## config.mk

```make
export PLATFORM = sky130hd
export DESIGN_NAME = vplane_fetch_gen
export DESIGN_NICKNAME = d
export VERILOG_FILES = /design/src/rtl/vpf_pkg.sv /design/src/rtl/vpf_geom.sv /design/src/rtl/vpf_step_ctr.sv /design/src/rtl/vpf_line_base.sv /design/src/rtl/vplane_fetch_gen.sv
export SDC_FILE = /design/constraint.sdc
export NUM_CORES = 1
export LEC_CHECK = 0
export ABC_AREA = 1
export ABC_CLOCK_PERIOD_IN_PS = 10700
export BUFFER_PORTS_ARGS = -buffer_cell sky130_fd_sc_hd__buf_4
export CORE_MARGIN = 4
export CORE_UTILIZATION = 45
export DETAILED_ROUTE_END_ITERATION = 7
export RECOVER_POWER = 25
export SLEW_MARGIN = 15
export SYNTH_ARGS = -nofsm -noshare
export SYNTH_HDL_FRONTEND = slang
export SYNTH_SLANG_ARGS = --single-unit
```

## constraint.sdc

```tcl
create_clock -name clk -period 10.7 [get_ports clk]
set_input_delay 1.07 -clock clk [delete_from_list [all_inputs] [get_ports clk]]
set_output_delay 1.07 -clock clk [all_outputs]
set_load 0.1 [all_outputs]
```

## src/rtl/vpf_pkg.sv

```systemverilog
package vpf_pkg;

  // Number of 64-bit words that cover one line, counting the leading byte offset.
  function automatic logic [31:0] span_words(input logic [2:0] off,
                                             input logic [31:0] width,
                                             input logic [2:0] cbytes);
    logic [31:0] span;
    span = {29'd0, off} + width * {29'd0, cbytes};
    return (span + 32'd7) >> 3;
  endfunction

  // Offset is illegal if it is not a whole number of components.
  function automatic logic offset_bad(input logic [2:0] off, input logic [2:0] cbytes);
    if (cbytes == 3'd0) return 1'b1;
    return (off % cbytes) != 3'd0;
  endfunction

  // Word address of the idx-th fetch of a line.
  function automatic logic [31:0] fetch_addr(input logic [31:0] line_base,
                                             input logic [31:0] idx,
                                             input logic [31:0] words,
                                             input logic        rev);
    logic [31:0] k;
    k = rev ? (words - 32'd1 - idx) : idx;
    return (line_base & ~32'h7) + (k << 3);
  endfunction

endpackage

```

## src/rtl/vpf_geom.sv

```systemverilog
module vpf_geom
  import vpf_pkg::*;
#(
  parameter int ADDR_W = 32,
  parameter int PIX_W  = 12,
  parameter int WCNT_W = PIX_W + 1
) (
  input  logic              field_sel,
  input  logic [ADDR_W-1:0] base_a,
  input  logic [ADDR_W-1:0] base_b,
  input  logic [PIX_W-1:0]  width_px,
  input  logic [2:0]        comp_bytes,
  output logic [ADDR_W-1:0] sel_base,
  output logic [2:0]        offset,
  output logic [WCNT_W-1:0] words,
  output logic              misaligned
);
  always_comb begin
    sel_base   = field_sel ? base_b : base_a;
    offset     = sel_base[2:0];
    words      = WCNT_W'(span_words(offset, 32'(width_px), comp_bytes));
    misaligned = offset_bad(offset, comp_bytes);
  end
endmodule

```

## src/rtl/vpf_step_ctr.sv

```systemverilog
module vpf_step_ctr #(
  parameter int W = 12
) (
  input  logic         clk,
  input  logic         rst_n,
  input  logic         active,
  input  logic         clear,
  input  logic         step,
  input  logic [W-1:0] limit,
  output logic [W-1:0] cnt,
  output logic         last
);
  assign last = (cnt == limit - W'(1));

  always_ff @(posedge clk) begin
    if (!rst_n)     cnt <= '0;
    else if (clear) cnt <= '0;
    else if (step)  cnt <= last ? '0 : cnt + W'(1);
  end

  AST_CNT_IN_RANGE: assert property (@(posedge clk) disable iff (!rst_n)
    active |-> (cnt < limit));
endmodule

```

## src/rtl/vpf_line_base.sv

```systemverilog
module vpf_line_base #(
  parameter int ADDR_W = 32
) (
  input  logic              clk,
  input  logic              rst_n,
  input  logic              load,
  input  logic [ADDR_W-1:0] load_val,
  input  logic              step,
  input  logic [ADDR_W-1:0] pitch,
  output logic [ADDR_W-1:0] line_base
);
  always_ff @(posedge clk) begin
    if (!rst_n)    line_base <= '0;
    else if (load) line_base <= load_val;
    else if (step) line_base <= line_base + pitch;
  end

  AST_LINE_PITCH: assert property (@(posedge clk) disable iff (!rst_n)
    (step && !load) |=> (line_base == $past(line_base) + $past(pitch)));
endmodule

```

## src/rtl/vplane_fetch_gen.sv

```systemverilog
module vplane_fetch_gen
  import vpf_pkg::*;
#(
  parameter int ADDR_W = 32,   // at most 32
  parameter int PIX_W  = 12,
  parameter int LINE_W = 11
) (
  input  logic              clk,
  input  logic              rst_n,
  input  logic              start,
  input  logic              field_sel,
  input  logic              reverse,
  input  logic [PIX_W-1:0]  width_px,
  input  logic [LINE_W-1:0] height_ln,
  input  logic [2:0]        comp_bytes,
  input  logic [ADDR_W-1:0] pitch,
  input  logic [ADDR_W-1:0] base_a,
  input  logic [ADDR_W-1:0] base_b,
  output logic              req,
  output logic [ADDR_W-1:0] addr,
  input  logic              gnt,
  output logic [2:0]        lead_offset,
  output logic              align_err,
  output logic              busy,
  output logic              done
);
  localparam int WCNT_W = PIX_W + 1;

  logic [ADDR_W-1:0] sel_base;
  logic [2:0]        offset;
  logic [WCNT_W-1:0] words;
  logic              misaligned;

  vpf_geom #(.ADDR_W(ADDR_W), .PIX_W(PIX_W), .WCNT_W(WCNT_W)) geom_i (
    .field_sel (field_sel),
    .base_a    (base_a),
    .base_b    (base_b),
    .width_px  (width_px),
    .comp_bytes(comp_bytes),
    .sel_base  (sel_base),
    .offset    (offset),
    .words     (words),
    .misaligned(misaligned)
  );

  // Latched frame setup
  logic              busy_q, done_q, rev_q;
  logic [WCNT_W-1:0] words_q;
  logic [LINE_W-1:0] height_q;
  logic [ADDR_W-1:0] pitch_q;
  logic [2:0]        off_q;

  // Named events
  logic go, fire, line_end, frame_end;
  logic w_last, l_last;
  logic [WCNT_W-1:0] w_cnt;
  logic [LINE_W-1:0] l_cnt;
  logic [ADDR_W-1:0] line_base;

  assign go        = start && !busy_q && !misaligned &&
                     (width_px != '0) && (height_ln != '0);
  assign fire      = busy_q && gnt;
  assign line_end  = fire && w_last;
  assign frame_end = line_end && l_last;

  always_ff @(posedge clk) begin
    if (!rst_n) begin
      busy_q   <= 1'b0;
      done_q   <= 1'b0;
      rev_q    <= 1'b0;
      words_q  <= '0;
      height_q <= '0;
      pitch_q  <= '0;
      off_q    <= '0;
    end else begin
      done_q <= frame_end;
      if (go) begin
        busy_q   <= 1'b1;
        rev_q    <= reverse;
        words_q  <= words;
        height_q <= height_ln;
        pitch_q  <= pitch;
        off_q    <= offset;
      end else if (frame_end) begin
        busy_q <= 1'b0;
      end
    end
  end

  vpf_step_ctr #(.W(WCNT_W)) word_ctr_i (
    .clk(clk), .rst_n(rst_n), .active(busy_q), .clear(go), .step(fire),
    .limit(words_q), .cnt(w_cnt), .last(w_last)
  );

  vpf_step_ctr #(.W(LINE_W)) line_ctr_i (
    .clk(clk), .rst_n(rst_n), .active(busy_q), .clear(go), .step(line_end),
    .limit(height_q), .cnt(l_cnt), .last(l_last)
  );

  vpf_line_base #(.ADDR_W(ADDR_W)) line_base_i (
    .clk(clk), .rst_n(rst_n), .load(go), .load_val(sel_base),
    .step(line_end), .pitch(pitch_q), .line_base(line_base)
  );

  assign addr        = ADDR_W'(fetch_addr(32'(line_base), 32'(w_cnt), 32'(words_q), rev_q));
  assign req         = busy_q;
  assign busy        = busy_q;
  assign done        = done_q;
  assign lead_offset = off_q;
  assign align_err   = misaligned;

  AST_FWD_STEP: assert property (@(posedge clk) disable iff (!rst_n)
    (fire && !w_last && !rev_q) |=> (addr == $past(addr) + ADDR_W'(8)));
  AST_REV_STEP: assert property (@(posedge clk) disable iff (!rst_n)
    (fire && !w_last && rev_q) |=> (addr == $past(addr) - ADDR_W'(8)));
  AST_HOLD_NO_GNT: assert property (@(posedge clk) disable iff (!rst_n)
    (req && !gnt) |=> (req && $stable(addr)));
  AST_DONE_NO_REQ: assert property (@(posedge clk) disable iff (!rst_n)
    done |-> (!req && !busy));
  AST_DONE_ONE_CYCLE: assert property (@(posedge clk) disable iff (!rst_n)
    done |=> !done);
  AST_ERR_NO_START: assert property (@(posedge clk) disable iff (!rst_n)
    (!busy && start && align_err) |=> !req);
  AST_OFFSET_HELD: assert property (@(posedge clk) disable iff (!rst_n)
    (busy && $past(busy)) |-> $stable(lead_offset));
  AST_LINES_BOUND: assert property (@(posedge clk) disable iff (!rst_n)
    busy |-> (l_cnt < height_q));
endmodule

```

==> flow_summary.toml <==
[timing]
max_slew_margin_pct = -53.6
fin_setup_tns_ns = 0
worstMarginPinSlew_ns = 2.30
period_share_pct = 70.1
hold_viol_final = 0
slew_viol_final = 47
fin_skew_ns = 0.0218
finalSetupViolations = 0
timing.fmax_ghz = 0.133
hold_ws_ns = 0.450
rsz0062_at_grt = "no"
min_period_ns = 7.50

[floorplan]
core_area_um2 = 27300
initial_core_util_pct = 46.2
rows = 60
die-area_um2 = 30700
pin_count = 167
die_h_um = 175
die_w_um = 175

[detailed_routing]
post_drt_wl_per_cell_um = 15.7
route.detailed.drc = 0
drtIter0Drc = 1025
finalWirelength_um = 41400
drt_pre_antenna_iters = 5
vias = 13577
drtAntennaViolNets = 0
vias_per_cell = 5.16

[status]
outcome = "finished with violations"
failed_checks = "capacitance limit, slew limit"

[clock_tree]
clkSlewWorstSetupHoldPaths_ns = 0.06
holdBufCountCts = 0
cts-resized-gates = 0
cts_setup_buffers = 0
cts_buffers = 17
clk_latency_ns = 0.44
clockBufferDepth = 2
ctsRootBufferMaster = "clkbuf_16"
clkSinkCount = 118
cts_max_level = 4
cts_tree = "built"

[placed_design]
place_area_um2 = 14000
place.gp.congestion = 0.981
port_buffers = 163
dp_hpwl_um = 34400

[cells_and_area]
syn_to_final_growth_pct = 16.0
diodes = 0
utilization_pct = 53.5
fin_nets = 2509
drive_above_1_share_pct = 9.17
layout_commonest_cell = "nand2_1"
layout_common_cells = "nand2_1, inv_1, nor2_1"
design_area_um2 = 14600

[run]
max_cap_violations = 1

[global_route]
grt_start_max_net_pins = 54
grt_pass1_vias = 12652
gr-total-overflow = 0
grt_pass1_wl_um = 64800
grt.total_usage_pct = 26.2
antenna_found_initial = 0

[synthesis]
syn_area_per_cell_um2 = 5.99
seq_area_frac_synth_pct = 18.8
synth-async-reset-ratio_pct = 0
synth_warnings = 0
syn_inst = 2102
ys_ff_latch = 118
ys.flop_type = "dfxtp_1"
ys_types = 47
synth-edff-count = 0
syn_area_um2 = 12600

[pwr]
power_leakage_uw = 0.00788
power.total_uw = 2150
max-vdd-ir-drop_v = 0.000137
power_density_nw_per_um2 = 147

[critical_path]
worst_path_most_repeated_cell = "nand2_1"
required_ns = 11.04
critPathKind = "in2reg"
crit_slowest_cell = "clkbuf_1"
cp_data_arrival_time_ns = 7.84
critPathLaunchType = "input pin"
max_stage_delay_ns = 1.65
crit_fanout = 46
worst_setup_path_end_kind = "register"

[hold_path]
hp-class = "reg2reg"
[cell type report]
| type | count | area, µm² |
|---|---|---|
| multi-input combinational | 1646 | 8850 |
| inverter | 296 | 1110 |
| sequential | 118 | 2360 |
| clock buffer | 17 | 425 |
| fill | 2934 | 12700 |
| clock inverter | 15 | 179 |
| tap | 372 | 465 |
| timing repair buffer | 165 | 1190 |
[synth_stat cells (all sizes together), types with 14 or more instances]
cell type  instances  area (µm²)
nor2             207         811
nand4             63         394
nand3            109         556
nor3              31         166
buf               25         178
ha               120        1500
inv              294        1110
o21ai            100         504
fa                17         340
xor2              59         517
mux2i             14         140
clkbuf            19        71.3
a21oi            101         505
dfxtp            118        2360
nand2            743        2820
xnor2             20         175
[worst max-delay path, delay by kind of cell]
| family | cells | cell delay, ns |
|---|---|---|
| buf+inv | 8 | 3.49 |
| simple gates | 15 | 2.25 |
| fa+ha+maj | 3 | 0.83 |
| compound gates | 1 | 0.17 |
[kinds of logic (layout without fill, tap and decap cells)]
kind of cell / after synthesis / in the layout / share of synthesized area (%)
and+or+nand+nor: 1175 / 1175 / 38.9
buffers and inverters: 340 / 493 / 10.8
AOI/OAI and AO/OA: 238 / 238 / 10.2
adders and majority gates: 137 / 137 / 14.6
DFF: 118 / 118 / 18.8
xor gates and xnor gates: 79 / 79 / 5.50
muxes: 14 / 14 / 1.11
other: 1 / 3 / 0.0298
[report_power, final]
group	leakage (µW)	switching (µW)	internal [µW]
logic	0.00663	702	332
registers	0.000954	39.3	471
clock network	0.000292	248	353
total	0.00788	989	1160
[registers in the layout, indices dropped and copies added, names as in the netlist]
| name | cells |
|---|---|
| line_ctr_i.cnt | 11 |
| words_q | 13 |
| height_q | 11 |
| pitch_q | 32 |
| rev_q | 1 |
| done | 1 |
| busy | 1 |
| word_ctr_i.cnt | 13 |
| lead_offset | 3 |
| line_base_i.line_base | 32 |
[routing by layer]
metal	GRT usage, %	vias to the layer above	wire [µm]
met4	10.8	0	1640
met5	0	-	0
met2	45.5	412	19800
li1	-	7016	-
met3	3.92	80	2100
met1	32.3	6069	17800
[path summary, 6_finish.rpt]
path	from	slack [ns]	depth (start not counted)	endpoint
hold reg to reg	pitch_q[4]	0.45	2	pitch_q[4]
setup / recovery	field_sel	3.20	27	word_ctr_i.cnt[10]
hold / removal	pitch_q[4]	0.45	2	pitch_q[4]
setup reg to reg	words_q[0]	6.49	17	line_base_i.line_base[7]
[through the flow]
stage | std cells | setup slack, ns
after global placement | 2597 | 4.80
after detailed placement | 2597 | 4.68
after CTS | 2629 | 4.33
after global routing | 2629 | 2.68
after floorplan | 2104 | 4.43
final | 2629 | 3.20
Note: power is estimated with default switching activity, not from simulation.
